`src/rtl/kg_pkg.sv`:
```
package kg_pkg;
  typedef enum logic [1:0] {
    LK_IDLE = 2'd0,
    LK_HALF = 2'd1,
    LK_OPEN = 2'd2
  } lk_state_t;

  localparam int unsigned BYTE_W = 8;
  localparam int unsigned REG_W  = 16;
endpackage

```
`src/rtl/kg_rst_sync.sv`:
```
module kg_rst_sync (
  input  logic clk,
  input  logic rst_n,
  output logic rst_sync_n
);
  logic [1:0] sync_q;

  always_ff @(posedge clk or negedge rst_n) begin
    if (!rst_n) sync_q <= 2'b00;
    else        sync_q <= {sync_q[0], 1'b1};
  end

  assign rst_sync_n = sync_q[1];
endmodule

```
`src/rtl/kg_lane_fsm.sv`:
```
module kg_lane_fsm
  import kg_pkg::*;
#(
  parameter int unsigned ADDR_W    = 1,
  parameter logic [ADDR_W-1:0] LANE_ADDR = '0,
  parameter logic [7:0]  KEY1      = 8'h00,
  parameter logic [7:0]  KEY2      = 8'h00
) (
  input  logic              clk,
  input  logic              rst_n,
  input  logic              we,
  input  logic [ADDR_W-1:0] addr,
  input  logic [7:0]        wdata,
  output logic              win_open,
  output logic              lane_hit
);
  lk_state_t state_q, state_d;
  logic      is_k1, is_k2;

  assign lane_hit = we && (addr == LANE_ADDR);
  assign is_k1    = lane_hit && (wdata == KEY1);
  assign is_k2    = lane_hit && (wdata == KEY2);

  always_comb begin
    state_d = LK_IDLE;
    case (state_q)
      LK_IDLE: state_d = is_k1 ? LK_HALF : LK_IDLE;
      LK_HALF: begin
        if (is_k2)      state_d = LK_OPEN;
        else if (is_k1) state_d = LK_HALF;
        else            state_d = LK_IDLE;
      end
      LK_OPEN: state_d = LK_IDLE;
      default: state_d = LK_IDLE;
    endcase
  end

  always_ff @(posedge clk or negedge rst_n) begin
    if (!rst_n) state_q <= LK_IDLE;
    else        state_q <= state_d;
  end

  assign win_open = (state_q == LK_OPEN);


  key_seq_chk: assert property (@(posedge clk) disable iff (!rst_n)
    win_open |-> $past(state_q == LK_HALF && lane_hit && wdata == KEY2));


  open_once_chk: assert property (@(posedge clk) disable iff (!rst_n)
    win_open |=> !win_open);
endmodule

```
`src/rtl/kg_byte_store.sv`:
```
module kg_byte_store #(
  parameter int unsigned W        = 8,
  parameter logic [W-1:0] WMASK   = '1,
  parameter logic [W-1:0] RST_VAL = '0
) (
  input  logic         clk,
  input  logic         rst_n,
  input  logic         wr_ok,
  input  logic [W-1:0] d,
  output logic [W-1:0] q
);
  logic [W-1:0] q_d;

  always_comb begin
    q_d = q;
    if (wr_ok) q_d = (q & ~WMASK) | (d & WMASK);
  end

  always_ff @(posedge clk or negedge rst_n) begin
    if (!rst_n)     q <= RST_VAL;
    else if (wr_ok) q <= q_d;
  end


  locked_hold_chk: assert property (@(posedge clk) disable iff (!rst_n)
    !wr_ok |=> $stable(q));
endmodule

```
`src/rtl/keyed_reg_gate.sv`:
```
module keyed_reg_gate
  import kg_pkg::*;
#(
  parameter int unsigned ADDR_W  = 1,
  parameter logic [ADDR_W-1:0] LO_ADDR = 1'b0,
  parameter logic [ADDR_W-1:0] HI_ADDR = 1'b1,
  parameter logic [7:0]  LO_KEY1 = 8'h46,
  parameter logic [7:0]  LO_KEY2 = 8'h57,
  parameter logic [7:0]  HI_KEY1 = 8'h78,
  parameter logic [7:0]  HI_KEY2 = 8'h9A,
  parameter int unsigned SRC_LSB = 12,
  parameter int unsigned FAIL_BIT = 3,
  parameter logic [15:0] RST_VAL = 16'h0000
) (
  input  logic              clk,
  input  logic              rst_n,
  input  logic              bus_we,
  input  logic [ADDR_W-1:0] bus_addr,
  input  logic [7:0]        bus_wdata,
  input  logic [1:0]        src_st,
  input  logic              fail_in,
  output logic [15:0]       reg_q
);
  localparam logic [15:0] RO_MASK  = (16'h3 << SRC_LSB) | (16'h1 << FAIL_BIT);
  localparam logic [15:0] W_MASK   = ~RO_MASK;
  localparam logic [7:0]  LO_WMASK = W_MASK[7:0];
  localparam logic [7:0]  HI_WMASK = W_MASK[15:8];

  logic       rst_s_n;
  logic [1:0] lane_open, lane_hit;
  logic [7:0] lo_q, hi_q;
  logic [15:0] status_v;

  kg_rst_sync u_rst (.clk(clk), .rst_n(rst_n), .rst_sync_n(rst_s_n));

  localparam logic [1:0][ADDR_W-1:0] L_ADDR = {HI_ADDR, LO_ADDR};
  localparam logic [1:0][7:0]        L_K1   = {HI_KEY1, LO_KEY1};
  localparam logic [1:0][7:0]        L_K2   = {HI_KEY2, LO_KEY2};

  for (genvar g = 0; g < 2; g++) begin : g_lane
    kg_lane_fsm #(
      .ADDR_W(ADDR_W), .LANE_ADDR(L_ADDR[g]), .KEY1(L_K1[g]), .KEY2(L_K2[g])
    ) u_fsm (
      .clk(clk), .rst_n(rst_s_n), .we(bus_we), .addr(bus_addr),
      .wdata(bus_wdata), .win_open(lane_open[g]), .lane_hit(lane_hit[g])
    );
  end

  kg_byte_store #(.W(8), .WMASK(LO_WMASK), .RST_VAL(RST_VAL[7:0] & LO_WMASK)) u_lo (
    .clk(clk), .rst_n(rst_s_n), .wr_ok(lane_open[0] && lane_hit[0]),
    .d(bus_wdata), .q(lo_q)
  );

  kg_byte_store #(.W(8), .WMASK(HI_WMASK), .RST_VAL(RST_VAL[15:8] & HI_WMASK)) u_hi (
    .clk(clk), .rst_n(rst_s_n), .wr_ok(lane_open[1] && lane_hit[1]),
    .d(bus_wdata), .q(hi_q)
  );

  always_comb begin
    status_v = '0;
    status_v[SRC_LSB +: 2] = src_st;
    status_v[FAIL_BIT]     = fail_in;
  end

  assign reg_q = ({hi_q, lo_q} & W_MASK) | status_v;


  lane_excl_chk: assert property (@(posedge clk) disable iff (!rst_s_n)
    $onehot0(lane_open));
endmodule

```
`config.mk`:
```
export PLATFORM = sky130hd
export DESIGN_NAME = keyed_reg_gate
export DESIGN_NICKNAME = d
export VERILOG_FILES = /design/src/rtl/kg_pkg.sv /design/src/rtl/kg_rst_sync.sv /design/src/rtl/kg_lane_fsm.sv /design/src/rtl/kg_byte_store.sv /design/src/rtl/keyed_reg_gate.sv
export SDC_FILE = /design/constraint.sdc
export NUM_CORES = 1
export LEC_CHECK = 0
export ABC_AREA = 1
export BUFFER_PORTS_ARGS = -buffer_cell sky130_fd_sc_hd__buf_2
export CORE_AREA = 2 2 48 62
export CTS_CLUSTER_SIZE = 10
export DETAILED_ROUTE_END_ITERATION = 12
export DIE_AREA = 0 0 50 64
export PLACE_DENSITY_LB_ADDON = 0.1
export REMOVE_ABC_BUFFERS = 1
export SLEW_MARGIN = 10
export SYNTH_ARGS = -nofsm -noshare
export SYNTH_HDL_FRONTEND = slang
export SYNTH_SLANG_ARGS = --single-unit
```
`constraint.sdc`:
```
create_clock -name clk -period 0.8 [get_ports clk]
set_clock_uncertainty 0.05 [all_clocks]
set_input_delay 0.04 -clock clk [delete_from_list [all_inputs] [get_ports clk]]
set_output_delay 0.04 -clock clk [all_outputs]
set_load 0.05 [all_outputs]
```
# Yosys cells after proc, flatten, opt, wreduce, memory -nomap -nowiden
# Index checks and enable logic that the tools add are counted.
[op_classes] eq_ne=8 n_mux=6 n_bitwise=4 reduce_logical=10
[ops] cell="equality test 8 x 7 -> 1 bit (second input constant)" n=3
[ops] cell="OR 16 x 14 -> 16 bit" n=1
[ops] cell="equality test 8 bit (second input constant)" n=1
[ops] cell="logical AND 1 bit" n=8
[ops] cell="OR 4 x 8 -> 8 bit" n=1
[ops] cell="OR 6 x 8 -> 8 bit" n=1
[ops] cell="one-hot mux 2 bit (2 select lines)" n=2
[ops] cell="equality test 2 x 1 -> 1 bit (second input constant)" n=2
[ops] cell="equality test 2 bit (second input constant)" n=2
[ops] cell="zero test 2 bit" n=2
[ops] cell="two-way mux 2 bit" n=2
[ops] cell="two-way mux 1 bit" n=2
[ops] cell="inverter 1 bit" n=1
[word_totals] reg_bits=22 output_inout_bits=16 word_cells=33

# Longest topological paths before layout
[logic_depth] ltp_word=6 ltp_mapped=5

# Hierarchy
# A second synthesis with hierarchy kept.
[hier_totals] hier_cells=128 hier_area_um2=937.1
[modules_own_cells] mod="kg_byte_store at u_lo" n_inst=1 cells_each=32 area_each_um2=280.3 seq_area_each_um2=175.2
[modules_own_cells] mod="kg_byte_store at u_hi" n_inst=1 cells_each=28 area_each_um2=240.2 seq_area_each_um2=150.1
[modules_own_cells] mod="kg_lane_fsm at g_lane[0].u_fsm" n_inst=1 cells_each=32 area_each_um2=175.2 seq_area_each_um2=50.0
[modules_own_cells] mod="kg_lane_fsm at g_lane[1].u_fsm" n_inst=1 cells_each=26 area_each_um2=150.1 seq_area_each_um2=50.0
[modules_own_cells] mod="kg_rst_sync" n_inst=1 cells_each=3 area_each_um2=53.8 seq_area_each_um2=50.0
[modules_own_cells] mod="keyed_reg_gate" n_inst=1 cells_each=7 area_each_um2=37.5 seq_area_each_um2=0.0

# Worst setup path before layout
# OpenSTA, ideal clock, no wires.
[synth_timing] path_type="register to register" from="reg g_lane[0].u_fsm.state_q[0]" to="reg u_lo.q[0]" t_arrival_ps=786 required_time_ps=631 slack_ps=-155 path_stages_with_launch=5 n_path_buf=0 synth_period_minus_slack_ps=955 cell_sequence="dfrtp_1 nor2_4 nand2_2 nand2_1 nand2_1"
[synth_between] elab_chain_cells=2
[synth_lines] item="from (decl)" line="kg_lane_fsm.sv:17" text="lk_state_t state_q, state_d;"
[synth_lines] item="from (signal assigned)" line="kg_lane_fsm.sv:40" text="else state_q <= state_d;"
[synth_lines] item="equality test 2 bit" line="kg_lane_fsm.sv:43" text="assign win_open = (state_q == LK_OPEN);"
[synth_lines] item="logical AND 1 bit" line="keyed_reg_gate.sv:50" text=".clk(clk), .rst_n(rst_s_n), .wr_ok(lane_open[0] && lane_hit[0]),"
[synth_lines] item="to (signal assigned)" line="kg_byte_store.sv:21" text="else if (wr_ok) q <= q_d;"
[synth_lines] item="to (decl)" line="kg_byte_store.sv:10" text="output logic [W-1:0] q"
# No other way between the ends.
# A chain may end at the register's enable or synchronous reset.

# Final worst setup path
[layout_timing] from="reg u_hi.q[0]" to="out reg_q[8]"
[layout_between] elab_chain_cells=1
[layout_lines] item="from (decl)" line="kg_byte_store.sv:10"
[layout_lines] item="from (signal assigned)" line="kg_byte_store.sv:21"
[layout_lines] item="OR 16 x 14 -> 16 bit" line="keyed_reg_gate.sv:65" text="assign reg_q = ({hi_q, lo_q} & W_MASK) | status_v;"
[layout_lines] item="to (decl)" line="keyed_reg_gate.sv:22" text="output logic [15:0] reg_q"
# No other way between the ends.

==> results <==
- From synthesis to final layout, the design area changed by 58.9%.
- The number of hold violations in the final report was 3.
- The cell area power density is around 1200 mW/mm².
- The number of nets with antenna violations after detailed routing is 0.
- The die span in x is about 50 µm.
- The library cells used most frequently in the layout, excluding fill and tap cells, are sky130_fd_sc_hd__nand2_1 (35), sky130_fd_sc_hd__dfrtp_1 (18), sky130_fd_sc_hd__buf_6 (17), sky130_fd_sc_hd__nor2_1 (13), sky130_fd_sc_hd__buf_4 (13).
- The number of buffers and inverters on the critical path is 1.
- The number of nets at the end of the flow is around 170.
- Data on the critical path is required at its endpoint by 0.71 ns.
- The vias per cell is about 4.5.
- During placement, the flow inserted port buffers numbering 24.
- Among cell families on the critical path, the largest total delay comes from flip-flops.
- The tool flagged a number of max-cap violations equal to 0.
- The slowest stage of the critical path belongs to the cell sky130_fd_sc_hd__dfrtp_1.
- Timing would allow up to 1060 MHz.
- The number of buffers on the longest clock path is 2.
- Setup repair after global routing could not meet its margin everywhere.
- The leakage dissipation is 0.748 nW.
- The checks that failed: hold timing, setup timing.
- The worst path uses 118% of the clock period.
- Entering global routing, the biggest net connects 18 pins.
- The ratio of cells with drive above 1 in the final layout is between 30 and 40%.
- Dividing the detail-routed wire length by the instance count gives 11.4 µm.
- The TritonCTS clock tree is yes.
- The cell count after synthesis came out at roughly 110.
- Detailed routing inserted a total of approximately 850 vias.
- The estimated wirelength of the detail-placed design is approximately 1500 µm.
- The initial utilization of the core area, before any placement, comes to 33.9%.
- The finished cells cover between 0.001 and 0.0015 mm².
- The standard cell core area is ~0.0026 mm².
- The routability congestion estimate is around 0.79.
- The endpoint of the worst hold-timing path is u_hi.q[3].
- The number of stages on the worst hold path is 3.
- The clock slew at the register clock pins of the worst setup and hold paths is 0.10 ns.
- The arrival time at the worst endpoint is around 0.86 ns.
- The overall global routing resource usage is approximately 16%.
- In this run the most critical hold path is launched from bus_wdata[3].
- The critical path class is flop to primary output.
- The number of antenna diodes is 0.
- The cell area that synthesis handed to floorplanning was slightly below 900 µm².
- Subtracting the final worst setup slack from the clock period gives between 0.9 and 1 ns.
- STA classifies the critical path endpoint as a primary output.
- The final max-slew violation count is 0.
- Once placement finished, the instance area stood at ~0.0011 mm².
- CTS built an H-tree with a depth of 1.
- The cell at the root of the clock tree is sky130_fd_sc_hd__clkbuf_4.
- For flop-to-flop paths, the worst setup slack is -0.14 ns.
- For this design the top-level I/O count stands at 31.
- The post-layout worst setup margin is -0.146 ns.
- For the worst flop-to-flop path, the logic depth is 6.
- Clock latency on the worst-skew pair, taken at its later pin, is slightly below 0.3 ns.
- The number of clock sinks is 19.
- Sequential elements use a little over half of the synthesized area.
- The tightest min-delay check is of the primary input to flop type.
- The critical path goes through buf_6.
- In this run, the number of DRC markers left after iteration 0 of detailed routing was 9.
- The worst setup path is launched from a flop.
- Global routing finished with a remaining overflow of 0.
- The launch point of the worst reg-to-reg path is g_lane[0].u_fsm.state_q[1].
- The largest stage delay on the critical path is about 0.41 ns.
- The worst register-to-register path ends at g_lane[0].u_fsm.state_q[0].
- The first detailed-routing pass took 4 iterations.
- The via count of the first global-routing pass is a little under 900.
- The run finished, with violations left.
- For this run, design rule violations remaining after detail routing come to 0.
- The post-route setup TNS is -3.56 ns.
- The average cell area after synthesis is approximately 8.3 µm².
- The synthesized flop and latch total is 19.
- Synthesis instantiated 15 different standard cells from the library.
- The die covers roughly 0.0032 mm².
- Across the VDD grid, the largest voltage drop is between 0.0007 and 0.0008 V.
- The first-pass GRT wire length is 4000 µm.
- The yosys synthesis warning count is 0.
- The number of CTS-inserted buffers is 3.
- Row generation in the floorplan step produced 21 rows.
- The overall routed net length is around 2200 µm.
- The initial antenna violation count came to 0.
- Fill cells in the final layout number roughly 250.
- The minimum hold slack is -0.0203 ns.
- Setup violations remaining at the end of the flow were counted as 30.
- Measured along the y axis, the die boundary spans 64 µm.
- In this run the worst path has a maximum fanout of 2.
- The commonest non-fill, non-tap cell in the layout is sky130_fd_sc_hd__nand2_1.
## power breakdown
group	internal, W	switching (W)
sequential	0.000965	0.00000142
combinational	0.0000755	0.000101
clock	0.000194	0.000286
## tightest hold or removal path, delay by kind of cell
| family | cells | cell delay (ns) |
|---|---|---|
| buffers and inverters | 1 | 0.12 |
| and+or+nand+nor | 2 | 0.13 |
## kinds of logic after synthesis
kind of cell,count (synthesis),synth area share (%)
buffers and inverters,15,7.94
other,1,0.425
and+or+nand+nor,71,37.7
DFF,19,53.9
## layer usage
| metal | up-vias | global-route usage, % | routed length, µm |
|---|---|---|---|
| li1 | 432 | - | - |
| met1 | 400 | 19.5 | 923 |
| met2 | 18 | 27.8 | 1120 |
| met3 | 4 | 3.50 | 94 |
| met4 | 0 | 7.29 | 40 |
| met5 | - | 0 | 0 |
## Yosys cell counts (all sizes together)
master / count / area share, %
buf: 3 / 2.6
clkbuf: 1 / 0.57
clkinv: 1 / 0.57
conb: 1 / 0.43
dfrtp: 19 / 54
inv: 10 / 4.3
nand2: 36 / 16
nand3: 11 / 7.7
nand3b: 2 / 1.7
nand4: 6 / 4.3
nor2: 16 / 8.5
## through the flow
| stage | total power, W | cells | setup slack (ns) | util [%] |
|---|---|---|---|---|
| after detailed placement | 0.00112 | 166 | -0.165 | 40.8 |
| after global placement | 0.00111 | 166 | -0.164 | 40.8 |
| after floorplan | 0.00104 | 102 | -0.155 | - |
| after global routing | 0.00173 | 191 | -0.216 | 53.9 |
| final | 0.00162 | 191 | -0.146 | 53.9 |
| after CTS | 0.00164 | 185 | -0.164 | 52.0 |
## worst max-delay path by stage
stage | startpoint | to | slack (ns) | depth (start not counted)
final | u_hi.q[0] | reg_q[8] | -0.15 | 1
after CTS | u_lo.q[0] | reg_q[0] | -0.16 | 1
after global routing | g_lane[0].u_fsm.state_q[0] | u_lo.q[0] | -0.22 | 4
after floorplan | g_lane[0].u_fsm.state_q[0] | u_lo.q[0] | -0.16 | 4
after detailed placement | g_lane[0].u_fsm.state_q[1] | u_lo.q[5] | -0.16 | 5
after global placement | g_lane[0].u_fsm.state_q[1] | u_lo.q[0] | -0.16 | 5
## flip-flops by register name (all words and copies together) (netlist names)
name / flops
u_rst.sync_q: 2
u_hi.q: 6
u_lo.q: 7
g_lane.u_fsm.state_q: 4
## area by class of cell
class                           instances  area, µm²  area share (%)
Sequential cell                        19        477            34.0
Timing Repair Buffer                   51        444            31.7
Tap cell                               34       42.5            3.04
Inverter                               11       42.5            3.04
Clock buffer                            4       26.3            1.88
Multi-Input combinational cell         72        369            26.3
## repair_timing
| item | CTS | global route |
|---|---|---|
| resized for setup | 39 | 1 |
| endpoints found under the setup margin | 30 | 30 |
| buffers inserted | 5 | 6 |
| pin swaps | 18 | 3 |
| endpoints found under the hold margin | 14 | 3 |
| hold buffers | 10 | 1 |
Note: power is estimated with default switching activity, not from simulation.
